## config.mk

```make
export PLATFORM = sky130hd
export DESIGN_NAME = lvds_pixel_serializer
export DESIGN_NICKNAME = d
export VERILOG_FILES = /design/src/rtl/lvds_ser_pkg.sv /design/src/rtl/lvds_slot_fsm.sv /design/src/rtl/lvds_lane_mapper.sv /design/src/rtl/lvds_pixel_serializer.sv
export SDC_FILE = /design/constraint.sdc
export NUM_CORES = 1
export LEC_CHECK = 0
export ABC_AREA = 1
export BUFFER_PORTS_ARGS = -buffer_cell sky130_fd_sc_hd__buf_4
export CAP_MARGIN = 20
export CORE_UTILIZATION = 45
export CTS_BUF_LIST = sky130_fd_sc_hd__clkbuf_8
export CTS_CLUSTER_DIAMETER = 40
export CTS_CLUSTER_SIZE = 16
export DETAILED_ROUTE_END_ITERATION = 6
export GPL_TIMING_DRIVEN = 0
export PLACE_DENSITY_LB_ADDON = 0.25
export SYNTH_ARGS = -nofsm -noshare
export SYNTH_HDL_FRONTEND = slang
export SYNTH_SLANG_ARGS = --single-unit
export TNS_END_PERCENT = 5
```

## constraint.sdc

```tcl
create_clock -name clk -period 6.13 [get_ports clk]
set_clock_uncertainty 0.2 [all_clocks]
set_input_delay 1.226 -clock clk [delete_from_list [all_inputs] [get_ports clk]]
set_output_delay 1.226 -clock clk [all_outputs]
set_load 0.05 [all_outputs]
```

## src/rtl/lvds_ser_pkg.sv

```systemverilog
package lvds_ser_pkg;
    localparam int COLOR_W   = 8;
    localparam int NUM_LANES = 4;
    localparam int NUM_SLOTS = 7;
    localparam int SLOT_W    = $clog2(NUM_SLOTS);
    localparam int SUB_W     = 6;

    typedef enum logic [1:0] {
        MAP_18   = 2'd0,
        MAP_24HI = 2'd1,
        MAP_24LO = 2'd2,
        MAP_RSV  = 2'd3
    } map_mode_e;

    typedef struct packed {
        logic [COLOR_W-1:0] r;
        logic [COLOR_W-1:0] g;
        logic [COLOR_W-1:0] b;
        logic               hs;
        logic               vs;
        logic               de;
    } pixel_t;

    typedef logic [NUM_SLOTS-1:0] slot_word_t;

    // clock-lane pattern, bit index = slot
    localparam slot_word_t CLK_PATTERN = 7'b1100011;

    // lane words, bit index = slot
    function automatic logic [NUM_LANES-1:0][NUM_SLOTS-1:0] build_words(
        input pixel_t    px,
        input map_mode_e md
    );
        logic [NUM_LANES-1:0][NUM_SLOTS-1:0] w;
        logic [SUB_W-1:0] r6, g6, b6;
        if (md == MAP_24LO) begin
            r6 = px.r[SUB_W-1:0];
            g6 = px.g[SUB_W-1:0];
            b6 = px.b[SUB_W-1:0];
        end else begin
            r6 = px.r[COLOR_W-1:COLOR_W-SUB_W];
            g6 = px.g[COLOR_W-1:COLOR_W-SUB_W];
            b6 = px.b[COLOR_W-1:COLOR_W-SUB_W];
        end
        w[0] = {r6[0], r6[1], r6[2], r6[3], r6[4], r6[5], g6[0]};
        w[1] = {g6[1], g6[2], g6[3], g6[4], g6[5], b6[0], b6[1]};
        w[2] = {b6[2], b6[3], b6[4], b6[5], px.hs, px.vs, px.de};
        unique case (md)
            MAP_24HI: w[3] = {px.r[0], px.r[1], px.g[0], px.g[1],
                              px.b[0], px.b[1], 1'b0};
            MAP_24LO: w[3] = {px.r[6], px.r[7], px.g[6], px.g[7],
                              px.b[6], px.b[7], 1'b0};
            default:  w[3] = '0;
        endcase
        return w;
    endfunction
endpackage

```

## src/rtl/lvds_slot_fsm.sv

```systemverilog
module lvds_slot_fsm
    import lvds_ser_pkg::*;
(
    input  logic              clk,
    input  logic              rst,
    input  logic              slot_en,
    output logic [SLOT_W-1:0] cur_slot,
    output logic [SLOT_W-1:0] next_slot,
    output logic              wrap
);
    typedef enum logic [SLOT_W-1:0] {
        SL0 = 3'd0, SL1 = 3'd1, SL2 = 3'd2, SL3 = 3'd3,
        SL4 = 3'd4, SL5 = 3'd5, SL6 = 3'd6
    } slot_state_e;

    slot_state_e state_q, state_d;

    always_ff @(posedge clk) begin
        if (rst) state_q <= SL0;
        else     state_q <= state_d;
    end

    always_comb begin
        state_d = state_q;
        wrap    = 1'b0;
        unique case (state_q)
            SL0: if (slot_en) state_d = SL1;
            SL1: if (slot_en) state_d = SL2;
            SL2: if (slot_en) state_d = SL3;
            SL3: if (slot_en) state_d = SL4;
            SL4: if (slot_en) state_d = SL5;
            SL5: if (slot_en) state_d = SL6;
            SL6: if (slot_en) begin
                state_d = SL0;
                wrap    = 1'b1;
            end
            default: state_d = SL0;
        endcase
        cur_slot  = state_q;
        next_slot = state_d;
    end
endmodule

```

## src/rtl/lvds_lane_mapper.sv

```systemverilog
module lvds_lane_mapper
    import lvds_ser_pkg::*;
(
    input  pixel_t                 px,
    input  map_mode_e              mode,
    input  logic [SLOT_W-1:0]      slot,
    output logic [NUM_LANES-1:0]   lane_bits,
    output logic                   clk_bit
);
    logic [NUM_LANES-1:0][NUM_SLOTS-1:0] words;

    assign words   = build_words(px, mode);
    assign clk_bit = CLK_PATTERN[slot];

    for (genvar ln = 0; ln < NUM_LANES; ln++) begin : g_lane
        assign lane_bits[ln] = words[ln][slot];
    end
endmodule

```

## src/rtl/lvds_pixel_serializer.sv

```systemverilog
module lvds_pixel_serializer
    import lvds_ser_pkg::*;
(
    input  logic               clk,
    input  logic               rst,
    input  logic               slot_en,
    input  logic [1:0]         map_sel,
    input  logic [COLOR_W-1:0] pix_r,
    input  logic [COLOR_W-1:0] pix_g,
    input  logic [COLOR_W-1:0] pix_b,
    input  logic               pix_hs,
    input  logic               pix_vs,
    input  logic               pix_de,
    output logic [NUM_LANES-1:0] lane_out,
    output logic               clk_lane
);
    logic [SLOT_W-1:0] slot_q, slot_d;
    logic              wrap;
    pixel_t            in_pix, act_pix_q, src_pix;
    map_mode_e         act_mode_q, src_mode;
    logic [NUM_LANES-1:0] lane_d;
    logic              clk_d;

    assign in_pix = '{r: pix_r, g: pix_g, b: pix_b,
                      hs: pix_hs, vs: pix_vs, de: pix_de};

    lvds_slot_fsm u_fsm (
        .clk       (clk),
        .rst       (rst),
        .slot_en   (slot_en),
        .cur_slot  (slot_q),
        .next_slot (slot_d),
        .wrap      (wrap)
    );

    // on WRAP the fresh pixel feeds slot 0 directly
    always_comb begin
        src_pix  = wrap ? in_pix : act_pix_q;
        src_mode = wrap ? map_mode_e'(map_sel) : act_mode_q;
    end

    lvds_lane_mapper u_map (
        .px        (src_pix),
        .mode      (src_mode),
        .slot      (slot_d),
        .lane_bits (lane_d),
        .clk_bit   (clk_d)
    );

    always_ff @(posedge clk) begin
        if (rst) begin
            act_pix_q  <= '0;
            act_mode_q <= MAP_18;
            lane_out   <= '0;
            clk_lane   <= 1'b0;
        end else if (slot_en) begin
            if (wrap) begin
                act_pix_q  <= in_pix;
                act_mode_q <= map_mode_e'(map_sel);
            end
            lane_out <= lane_d;
            clk_lane <= clk_d;
        end
    end
endmodule

```

== Yosys cells after proc, flatten, opt, wreduce, memory -nomap -nowiden ==
Memories as Yosys holds them, arrays and structs flattened. A register that Yosys moved wholly into a read port is not among the register bits.
Cells that the tools add are included.

* Input bits: 32
* Bits in registers: 36
* Word-level logic and storage cells: 44
* Memories kept: 1
* Memory bits (read-only): 8
* Output and inout bits: 5

{| class="wikitable"
|+ Memory list
! memory !! depth !! width !! read ports !! clocked after memory_dff !! wr ports !! RTL line !! text
|-
| (name not given) || 8 || 1 || 1 || 1 || 0 || lvds_lane_mapper.sv:13 || <nowiki>assign clk_bit = CLK_PATTERN[slot];</nowiki>
|}

* Equality and inequality tests: 8
* Reductions and logical operators: 1
* Multiplexer cells: 24
* Magnitude comparators: 1

{| class="wikitable"
|+ Operator list
! cell !! number
|-
| $mux W27 || 1
|-
| $mux W3 || 7
|-
| $pmux W3 S7 || 1
|-
| $mux W6 || 3
|-
| $pmux W7 S2 || 1
|-
| $bmux W1 S3 || 4
|-
| $eq A3 B3 Y1 const B || 3
|-
| $eq A3 B2 Y1 const B || 2
|-
| $mux W1 || 6
|-
| $lt A3 B4 Y1 const B || 1
|-
| $eq A3 B1 Y1 const B || 1
|-
| $logic_not A3 Y1 || 1
|-
| $eq A2 B1 Y1 const B || 1
|-
| $eq A2 B2 Y1 const B || 1
|-
| $mux W2 || 1
|}

== Longest topological paths before layout ==
Gate-level depths: netlist (run 1).

* Depth in word-level cells: 7
* Depth in mapped cells: 18
* Mapped depth without buffers: 15

== Cells and area by module ==
Synthesis (run 1) repeated with hierarchy kept, for this count alone.

* Cells, all modules: 481
* Area, all modules: 2,602.5 um^2

{| class="wikitable"
|+ By module, submodules not included
! module !! sequential area each (um^2) !! area each (um^2) !! cells each !! times used
|-
| lvds_pixel_serializer || 680.7 || 1,759.2 || 300 || 1
|-
| lvds_lane_mapper || 0.0 || 678.2 || 153 || 1
|-
| lvds_slot_fsm || 60.1 || 165.2 || 28 || 1
|}

== Worst setup path after synthesis (run 1) ==
No wires, ideal clock.

* Kind: input port to flip-flop
* Start point: in slot_en
* End point: reg lane_out[2]
* Setup slack: 2,469 ps
* Cell stages on the path: 16
* Data arrival time: 3,341 ps
* Setup time: 120 ps
* Required time: 5,810 ps
* Buffers on the path: 4
* Cells stage by stage: buf_4 -> inv_4 -> nor2_8 -> nand2_2 -> buf_6 -> buf_6 -> o21ai_0 -> ha_1 -> clkinv_1 -> clkbuf_1 -> o211ai_1 -> nand2_1 -> a21oi_1 -> nand2_1 -> nand2_1 -> a21oi_1

* Longest elaborated chain between the ends: 7
* Elaborated cells on any way between the ends: 16
* Classes of those cells: eq/ne: 1; mux: 15

{| class="wikitable"
|+ Ends and longest elaborated chain
! item !! RTL line !! text
|-
| start: declaration || lvds_pixel_serializer.sv:6 || <nowiki>input logic slot_en,</nowiki>
|-
| $mux W1 || lvds_slot_fsm.sv:33 || <nowiki>SL6: if (slot_en) begin</nowiki>
|-
| $mux W1 || lvds_slot_fsm.sv:26 || <nowiki>unique case (state_q)</nowiki>
|-
| $mux W2 || - ||
|-
| $eq A2 B2 Y1 || lvds_ser_pkg.sv:36 || <nowiki>if (md == MAP_24LO) begin</nowiki>
|-
| $mux W6 || lvds_ser_pkg.sv:36 ||
|-
| $bmux W1 S3 || lvds_lane_mapper.sv:16 || <nowiki>assign lane_bits[ln] = words[ln][slot];</nowiki>
|-
| $mux W1 (not written as such) || lvds_lane_mapper.sv:16 ||
|-
| end signal: assignment || lvds_pixel_serializer.sv:61 || <nowiki>lane_out <= lane_d;</nowiki>
|-
| end: declaration || lvds_pixel_serializer.sv:14 || <nowiki>output logic [NUM_LANES-1:0] lane_out,</nowiki>
|}

Parallel ways exist; a longest one is shown, timed or not. The select of a mux whose other input is x is not followed.
A chain may end at the register's enable or synchronous reset.

== Worst setup path after layout (run 1) ==
* Start point: in slot_en
* End point: reg lane_out[0]

Same word-level chain as after synthesis.

==> flow_metrics.py, run 1 <==
metrics = {
    "route": {
        "first_pass_iters": 7,
        "routed_via_density": 5.39,
        "wl_per_cell_um": 14.3,
        "drc": 4,
        "postRouteAntennaNets": 0,
        "totalWireLength_um": 6140,
        "first_iter_violations": 174,
        "via_count": 2319,
    },
    "global_routing": {
        "antenna_found_initial": 0,
        "grt_overflow": 0,
        "grt_pass1_vias": 2025,
        "grt_pass1_wl_um": 9670,
        "grt_max_degree": 12,
        "groute.usage.overall": 0.256,
    },
    "critical_path": {
        "worstSetupEndpoint": "lane_out[0]",
        "reg2reg_slack_ps": 2680,
        "cp_max_fo": 10,
        "r2r_cells": 15,
        "start_kind": "input port",
        "r2r_start": "u_fsm.cur_slot[1]",
        "crit_path_start": "slot_en",
        "cp-end-kind": "register",
        "crit-reg2reg-capture": "lane_out[0]",
        "critical_path_class": "input port to register",
        "cp.arrival_ps": 4140,
        "crit_required_ps": 6120,
    },
    "cts": {
        "clkLatencyLatePin_ps": 300,
        "clkSlewWorstSetupHoldPaths_ps": 80,
        "postCtsSetupRepairBufs": 0,
        "cts_tree": "built",
        "hold_buffers": 0,
        "clock_sinks": 37,
        "h-tree-depth": 2,
        "clockBufferDepth": 2,
        "numCtsBuffers": 5,
        "cts-root-buf": "clkbuf_8",
        "cts.repair.resized": 0,
    },
    "timing": {
        "slew_violations": 0,
        "finalHoldViolCount": 0,
        "finalSetupViolations": 0,
        "fin_crit_ps": 4150,
        "period_share": 0.677,
        "fmaxAchievable_mhz": 241,
        "tightest_slew_ps": 690,
        "grt_setup_unrepaired": "false",
        "setup_tns_ps": 0,
        "slew_headroom": 0.540,
    },
    "power": {
        "total_power_uw": 525,
        "p_leak_uw": 0.00122,
        "power_density_nw_per_um2": 204,
        "peakVddDrop_mv": 0.119,
    },
    "hold_path": {
        "hold_class": "register to register",
    },
    "floorplan": {
        "coreArea_um2": 4470,
        "die_w_um": 71.1,
        "ios": 37,
        "design.die.area_um2": 5060,
        "start_util": 0.481,
        "die_y_um": 71.1,
        "rows": 24,
    },
    "yosys": {
        "synth_cell_type_count": 26,
        "avgSynthCellArea_um2": 6.38,
        "ys_seq_elements": 37,
        "syn_area_um2": 2150,
        "ys_seq_area_frac": 0.344,
        "syn_inst": 337,
        "ys.warnings.count": 0,
        "synth_nets": 372,
    },
    "final_layout": {
        "area_delta_synth_final_pct": 19.7,
        "utilization": 0.576,
        "diodes": 0,
        "drive_above_1_share": 0.175,
        "nNetsFinal": 413,
    },
    "place": {
        "dp.final_hpwl_um": 4470,
        "io_buffers": 34,
        "place_congestion": 0.922,
    },
    "outcome": {
        "status": "finished with violations",
        "violations": "DRC",
    },
    "run": {
        "cap_violations": 0,
    },
}
==> layout make-up <==
| cell class | instances | area, um^2 |
|---|---|---|
| plain buffers | 14 | 85.1 |
| clock buffers | 5 | 68.8 |
| clock inverters | 2 | 35.0 |
| fillers | 443 | 1900 |
| inverters | 38 | 145 |
| multi-input cells | 248 | 1180 |
| flip-flops and latches | 37 | 741 |
| well taps | 52 | 65.1 |
| repair buffers | 34 | 255 |
==> registers in the layout (all words and copies together), names as in the netlist <==
signal,flops
lane_out,4
act_mode_q,2
u_fsm.cur_slot,3
clk_lane,1
act_pix_q,27
==> where the power goes <==
part / total [uW] / leakage (uW) / switching, uW / internal (uW)
Combinational: 68.5 / 0.000870 / 41.9 / 26.6
Sequential: 245 / 0.000299 / 2.34 / 243
Clock: 211 / 0.0000540 / 92.5 / 118
==> cell usage after synthesis <==
| cell type | number | share of area |
|---|---|---|
| nand4_1 | 1 | 0.0029 |
| nor2_1 | 40 | 0.070 |
| buf_6 | 3 | 0.016 |
| nor2_8 | 1 | 0.0093 |
| nand2_1 | 83 | 0.14 |
| clkinv_1 | 1 | 0.0017 |
| inv_1 | 33 | 0.058 |
| inv_2 | 3 | 0.0052 |
| buf_4 | 2 | 0.0070 |
| o21ai_0 | 11 | 0.026 |
| o211ai_1 | 3 | 0.010 |
| nor2_2 | 1 | 0.0029 |
| or2_2 | 2 | 0.0058 |
| a21oi_1 | 16 | 0.037 |
| buf_2 | 2 | 0.0047 |
| or2_1 | 1 | 0.0029 |
| dfxtp_1 | 37 | 0.34 |
| inv_4 | 1 | 0.0029 |
| clkbuf_1 | 7 | 0.012 |
| nand3_1 | 59 | 0.14 |
| ha_1 | 3 | 0.017 |
| o21ai_1 | 5 | 0.012 |
| nand2_2 | 10 | 0.029 |
| o21a_1 | 1 | 0.0035 |
| o22ai_1 | 1 | 0.0029 |
| nand3b_1 | 10 | 0.035 |
==> through the flow <==
stage | setup WS (ps) | hold WS, ps | area, um^2 | instances
floorplan | 2470 | 251 | 2150 | 337
global placement | 1750 | 258 | 2470 | 423
detailed placement | 1730 | 259 | 2470 | 423
CTS | 2030 | 271 | 2570 | 430
global route | 1800 | 289 | 2570 | 430
finish | 1980 | 270 | 2570 | 430
==> how the worst min path moves through the flow <==
stage / end / depth (start not counted) / startpoint
5_1_grt: lane_out[1] / 2 / lane_out[1]
4_1_cts: lane_out[1] / 2 / lane_out[1]
3_3_place_gp: lane_out[1] / 2 / lane_out[1]
3_5_place_dp: lane_out[1] / 2 / lane_out[1]
2_1_floorplan: act_pix_q[1] / 2 / act_pix_q[1]
6_report: lane_out[1] / 2 / lane_out[1]
==> placed cells by master (no fill, tap or decap) <==
| master | n |
|---|---|
| a21oi_1 | 16 |
| inv_1 | 33 |
| buf_2 | 2 |
| o22ai_1 | 1 |
| nand2_1 | 83 |
| or2_2 | 2 |
| dfxtp_1 | 37 |
| nand3_1 | 59 |
| inv_2 | 3 |
| nor2_1 | 40 |
| bufinv_16 | 1 |
| nand3b_1 | 10 |
| or2_1 | 1 |
| inv_4 | 1 |
| o211ai_1 | 3 |
| o21ai_1 | 5 |
| nor2_8 | 1 |
| nor2_2 | 1 |
| clkinv_1 | 1 |
| nand4_1 | 1 |
| clkinv_2 | 1 |
| buf_4 | 36 |
| clkbuf_8 | 5 |
| o21ai_0 | 11 |
| o21a_1 | 1 |
| ha_1 | 3 |
| buf_6 | 3 |
| nand2_2 | 10 |
| clkbuf_1 | 7 |
==> worst max-delay path, cell delays in order <==
cell and delay (ps):
buf_4 150, inv_4 70, nor2_8 170, nand2_2 80
buf_6 150, buf_6 150, o21ai_0 400, ha_1 400
clkinv_1 360, clkbuf_1 340, nand3_1 180, nand3_1 90
nand3_1 90, nand3_1 70, nand2_1 130, a21oi_1 70
==> routing by layer <==
| layer | part of all wire | vias up | wire length (um) | global-route usage |
|---|---|---|---|---|
| met1 | 0.46 | 1045 | 2790 | 0.338 |
| met3 | 0.079 | 13 | 486 | 0.0527 |
| li1 | - | 1167 | - | - |
| met5 | 0 | - | 0 | 0 |
| met4 | 0.017 | 0 | 104 | 0.0956 |
| met2 | 0.45 | 94 | 2750 | 0.412 |
==> logic make-up after synthesis <==
group,after synthesis,share of synthesized area
AOI/OAI and AO/OA,37,0.0913
and+or+nand+nor,208,0.440
adders and majority gates,3,0.0175
buffers and inverters,52,0.107
DFF,37,0.344
(Power assumes the default switching activity.)
==> inputs of run 2 (changes only) <==
==> constraint.sdc (replaced) <==
create_clock -name clk -period 3.8 [get_ports clk]
set_clock_uncertainty 0.2 [all_clocks]
set_input_delay 0.76 -clock clk [delete_from_list [all_inputs] [get_ports clk]]
set_output_delay 0.76 -clock clk [all_outputs]
set_load 0.05 [all_outputs]
==> flow_metrics.py, run 2 (synthesized netlist as in run 1, its figures left out) <==
metrics = {
    "outcome": {
        "status": "finished with violations",
        "violations": "DRC",
    },
    "route": {
        "wl_per_cell_um": 14.3,
        "drc": 4,
        "totalWireLength_um": 6150,
        "postRouteAntennaNets": 0,
        "via_count": 2342,
        "first_pass_iters": 7,
        "first_iter_violations": 174,
        "routed_via_density": 5.45,
    },
    "timing": {
        "slew_violations": 0,
        "final.setup.worst_slack_ps": 243,
        "period_share": 0.936,
        "slew_headroom": 0.545,
        "tightest_slew_ps": 683,
        "finalHoldViolCount": 0,
        "grt_setup_unrepaired": "false",
        "fin_crit_ps": 3560,
        "fmaxAchievable_mhz": 281,
        "hold_ws_ps": 269,
        "finalSetupViolations": 0,
    },
    "hold_path": {
        "holdPathStages": 2,
        "min_to": "lane_out[1]",
        "hp-start": "lane_out[1]",
        "hold_class": "register to register",
    },
    "final_layout": {
        "layout_commonest_cell": "nand2_1",
        "area_delta_synth_final_pct": 19.9,
        "layout_common_cells": "83 x nand2_1, 59 x nand3_1, 40 x nor2_1",
        "largest_register_ffs": 27,
        "top_register": "act_pix_q",
        "layout.cells.non_filler": 430,
        "diodes": 0,
        "drive_above_1_share": 0.177,
        "nNetsFinal": 413,
    },
    "floorplan": {
        "die_w_um": 71.1,
        "die_y_um": 71.1,
        "start_util": 0.481,
        "ios": 37,
        "design.die.area_um2": 5060,
        "coreArea_um2": 4470,
        "rows": 24,
    },
    "cts": {
        "cts_tree": "built",
        "cts-root-buf": "clkbuf_8",
        "clkSlewWorstSetupHoldPaths_ps": 80,
        "h-tree-depth": 2,
        "clockBufferDepth": 2,
        "clock_sinks": 37,
        "numCtsBuffers": 5,
        "clkLatencyLatePin_ps": 300,
        "hold_buffers": 0,
        "postCtsSetupRepairBufs": 0,
        "cts.repair.resized": 0,
    },
    "run": {
        "cap_violations": 0,
    },
    "place": {
        "place_ws_ps": -137,
        "dp.final_hpwl_um": 4470,
        "place_congestion": 0.922,
        "placedCellCount": 423,
        "io_buffers": 34,
    },
    "critical_path": {
        "crit_required_ps": 3790,
        "cp-end-kind": "register",
        "r2r_start": "u_fsm.cur_slot[1]",
        "start_kind": "input port",
        "cp.depth": 16,
        "crit_slowest_cell": "ha_1",
        "cp_max_fo": 10,
        "critPathBufInv": 6,
        "cp.arrival_ps": 3550,
        "crit-reg2reg-capture": "lane_out[0]",
        "crit_path_start": "slot_en",
        "cpPeakStageDelay_ps": 430,
        "r2r_cells": 15,
        "reg2reg_slack_ps": 480,
        "cpLargestDelayFamily": "buffers and inverters",
        "critical_path_class": "input port to register",
        "crit_top_cell": "nand3_1",
        "worstPathCellList": "buf_4 > inv_4 > nor2_8 > nand2_2 > buf_6 > buf_6 > o21ai_0 > ha_1 > clkinvlp_4 > clkbuf_1 > nand3_1 > nand3_1 > nand3_1 > nand3_1 > nand2_1 > a21oi_1",
    },
    "power": {
        "power_density_nw_per_um2": 329,
        "peakVddDrop_mv": 0.193,
        "p_leak_uw": 0.00122,
    },
    "global_routing": {
        "antenna_found_initial": 0,
        "grt_overflow": 0,
        "grt_max_degree": 12,
        "grt_pass1_vias": 2025,
        "grt_pass1_wl_um": 9670,
        "groute.usage.overall": 0.256,
    },
}
-- run 2: changes by cell type in the layout (fill, tap and decap cells not counted), sizes merged --
cell	previous run	this run
clkinv	2	1
clkinvlp	0	1
-- run 2: power breakdown --
group | total (uW) | switching (uW) | internal, uW
Sequential | 396 | 3.78 | 392
Clock | 341 | 150 | 191
Combinational | 111 | 67.7 | 43.0
-- run 2: per-stage QoR --
step / TNS, ps / utilization / total power (uW) / cell area [um^2]
6_report: 0 / 0.576 / 848 / 2580
5_1_grt: 0 / 0.576 / 871 / 2580
4_1_cts: 0 / 0.576 / 850 / 2570
3_5_place_dp: -294 / 0.552 / 514 / 2470
3_3_place_gp: -195 / 0.552 / 514 / 2470
2_1_floorplan: 0 / - / 467 / 2150
-- run 2: metal layers --
metal  global-route usage  vias to the layer above  share of wire
met1                0.338                     1069           0.45
met5                    0                        -              0
met4               0.0956                        0          0.014
li1                     -                     1168              -
met3               0.0527                       11          0.079
met2                0.412                       94           0.45
-- run 2: worst reg2reg max path, cell delays in order (launching register included) --
cell,delay [ps]
dfxtp_1,370
nand2_1,100
inv_2,160
nand2_2,80
buf_6,150
buf_6,150
o21ai_0,330
ha_1,430
clkinvlp_4,310
clkbuf_1,300
nand3_1,180
nand3_1,90
nand3_1,100
nand3_1,70
nand2_1,130
a21oi_1,70
-- run 2: worst max-delay path by stage --
stage | endpoint | slack (ps)
after floorplan | lane_out[2] | 600
after global placement | lane_out[0] | -110
after detailed placement | lane_out[0] | -140
after CTS | lane_out[0] | 170
after global routing | lane_out[0] | 50
final | lane_out[0] | 240
-- run 2: final cells by class --
cell class	instances	area, um^2
Buffer	14	85.1
Fill cell	443	1900
Sequential cell	37	741
Tap cell	52	65.1
Multi-Input combinational cell	248	1180
Clock inverter	2	35.0
Inverter	38	149
Timing Repair Buffer	34	255
Clock buffer	5	68.8
==> inputs of run 3 (changes only) <==
--- a/config.mk
+++ b/config.mk
@@ -14,7 +14,7 @@
 export CTS_CLUSTER_SIZE = 16
 export DETAILED_ROUTE_END_ITERATION = 6
 export GPL_TIMING_DRIVEN = 0
-export PLACE_DENSITY_LB_ADDON = 0.25
+export PLACE_DENSITY = 0.69
 export SYNTH_ARGS = -nofsm -noshare
 export SYNTH_HDL_FRONTEND = slang
 export SYNTH_SLANG_ARGS = --single-unit
==> flow_metrics.py, run 3 (synthesized netlist as in run 1, its figures left out) <==
metrics = {
    "outcome": {
        "status": "finished with violations",
        "violations": "DRC",
    },
    "cts": {
        "h-tree-depth": 2,
        "clockBufferDepth": 2,
        "postCtsSetupRepairBufs": 0,
        "cts.repair.resized": 0,
        "clock_sinks": 37,
        "clkSlewWorstSetupHoldPaths_ps": 80,
        "hold_buffers": 0,
        "cts_tree": "built",
        "numCtsBuffers": 5,
        "cts-root-buf": "clkbuf_8",
        "clkLatencyLatePin_ps": 300,
    },
    "final_layout": {
        "final_area_um2": 2610,
        "top_register": "act_pix_q",
        "area_delta_synth_final_pct": 21.3,
        "nNetsFinal": 413,
        "layout_common_cells": "83 x nand2_1, 59 x nand3_1, 40 x nor2_1",
        "drive_above_1_share": 0.179,
        "diodes": 0,
        "layout.cells.non_filler": 431,
        "largest_register_ffs": 27,
        "layout_commonest_cell": "nand2_1",
    },
    "place": {
        "dp.final_hpwl_um": 4500,
        "io_buffers": 34,
        "place_area_um2": 2470,
        "placedCellCount": 423,
        "place_congestion": 0.971,
    },
    "global_routing": {
        "grt_pass1_wl_um": 10100,
        "groute.usage.overall": 0.263,
        "grt_max_degree": 13,
        "antenna_found_initial": 0,
        "grt_pass1_vias": 2118,
        "grt_overflow": 0,
    },
    "route": {
        "totalWireLength_um": 6140,
        "first_pass_iters": 7,
        "routed_via_density": 5.32,
        "first_iter_violations": 196,
        "drc": 1,
        "via_count": 2292,
        "wl_per_cell_um": 14.2,
        "postRouteAntennaNets": 0,
    },
    "critical_path": {
        "crit_required_ps": 3790,
        "cp_max_fo": 10,
        "start_kind": "input port",
        "cp.arrival_ps": 3600,
        "cp-end-kind": "register",
        "critical_path_class": "input port to register",
    },
    "timing": {
        "slew_headroom": 0.611,
        "fmaxAchievable_mhz": 277,
        "period_share": 0.952,
        "grt_setup_unrepaired": "false",
        "finalSetupViolations": 0,
        "fin_crit_ps": 3620,
        "tightest_slew_ps": 584,
        "hold_ws_ps": 265,
        "slew_violations": 0,
        "finalHoldViolCount": 0,
    },
    "power": {
        "p_leak_uw": 0.00124,
        "peakVddDrop_mv": 0.247,
        "total_power_uw": 918,
        "power_density_nw_per_um2": 352,
    },
    "floorplan": {
        "design.die.area_um2": 5060,
        "die_w_um": 71.1,
        "coreArea_um2": 4470,
        "start_util": 0.481,
        "rows": 24,
        "ios": 37,
        "die_y_um": 71.1,
    },
    "run": {
        "cap_violations": 0,
    },
    "hold_path": {
        "hold_class": "register to register",
    },
}
[run 3: cell types whose count changed in the layout (fill, tap and decap cells not counted), sizes merged]
cell,delta
bufinv,+1
[run 3: metrics by stage]
step                      worst slack, ps  TNS, ps   util
after detailed placement             -118     -212  0.552
after global routing                 1.80        0  0.583
after floorplan                       605        0      -
final                                 184        0  0.583
after CTS                             169        0  0.582
after global placement               -121     -231  0.552
[run 3: layout make-up]
cell class	instances	area (um^2)
inverter	38	149
clock buffer	5	68.8
timing repair buffer	34	255
tap	52	65.1
fill	462	1870
multi-input combinational	248	1180
buffer	14	85.1
clock inverter	3	65.1
sequential	37	741
[run 3: per-layer routing]
layer | track usage | share of wire | routed length (um)
met5 | 0 | 0 | 0
met4 | 0.0867 | 0.012 | 76
met3 | 0.0570 | 0.076 | 466
met2 | 0.426 | 0.46 | 2810
met1 | 0.349 | 0.45 | 2780
[run 3: path summary, 6_finish.rpt]
kind	start	cells past startpoint	slack, ps	to
max	slot_en	16	180	lane_out[2]
min	lane_out[1]	2	260	lane_out[1]
max reg2reg	u_fsm.cur_slot[1]	15	390	lane_out[2]
min reg2reg	lane_out[1]	2	260	lane_out[1]
[run 3: power by group]
part | internal (uW) | switching, uW | total (uW)
clock network | 261 | 152 | 412
logic | 43.0 | 66.4 | 109
registers | 392 | 3.74 | 396
[run 3: critical path, stage by stage]
cell and delay, ps:
buf_4 150, inv_4 70, nor2_8 160, nand2_2 80
buf_6 150, buf_6 150, o21ai_0 370, ha_1 430
clkinvlp_4 310, clkbuf_1 290, o211ai_1 180, nand2_1 90
a21oi_1 160, nand2_1 70, nand2_1 90, a21oi_1 70
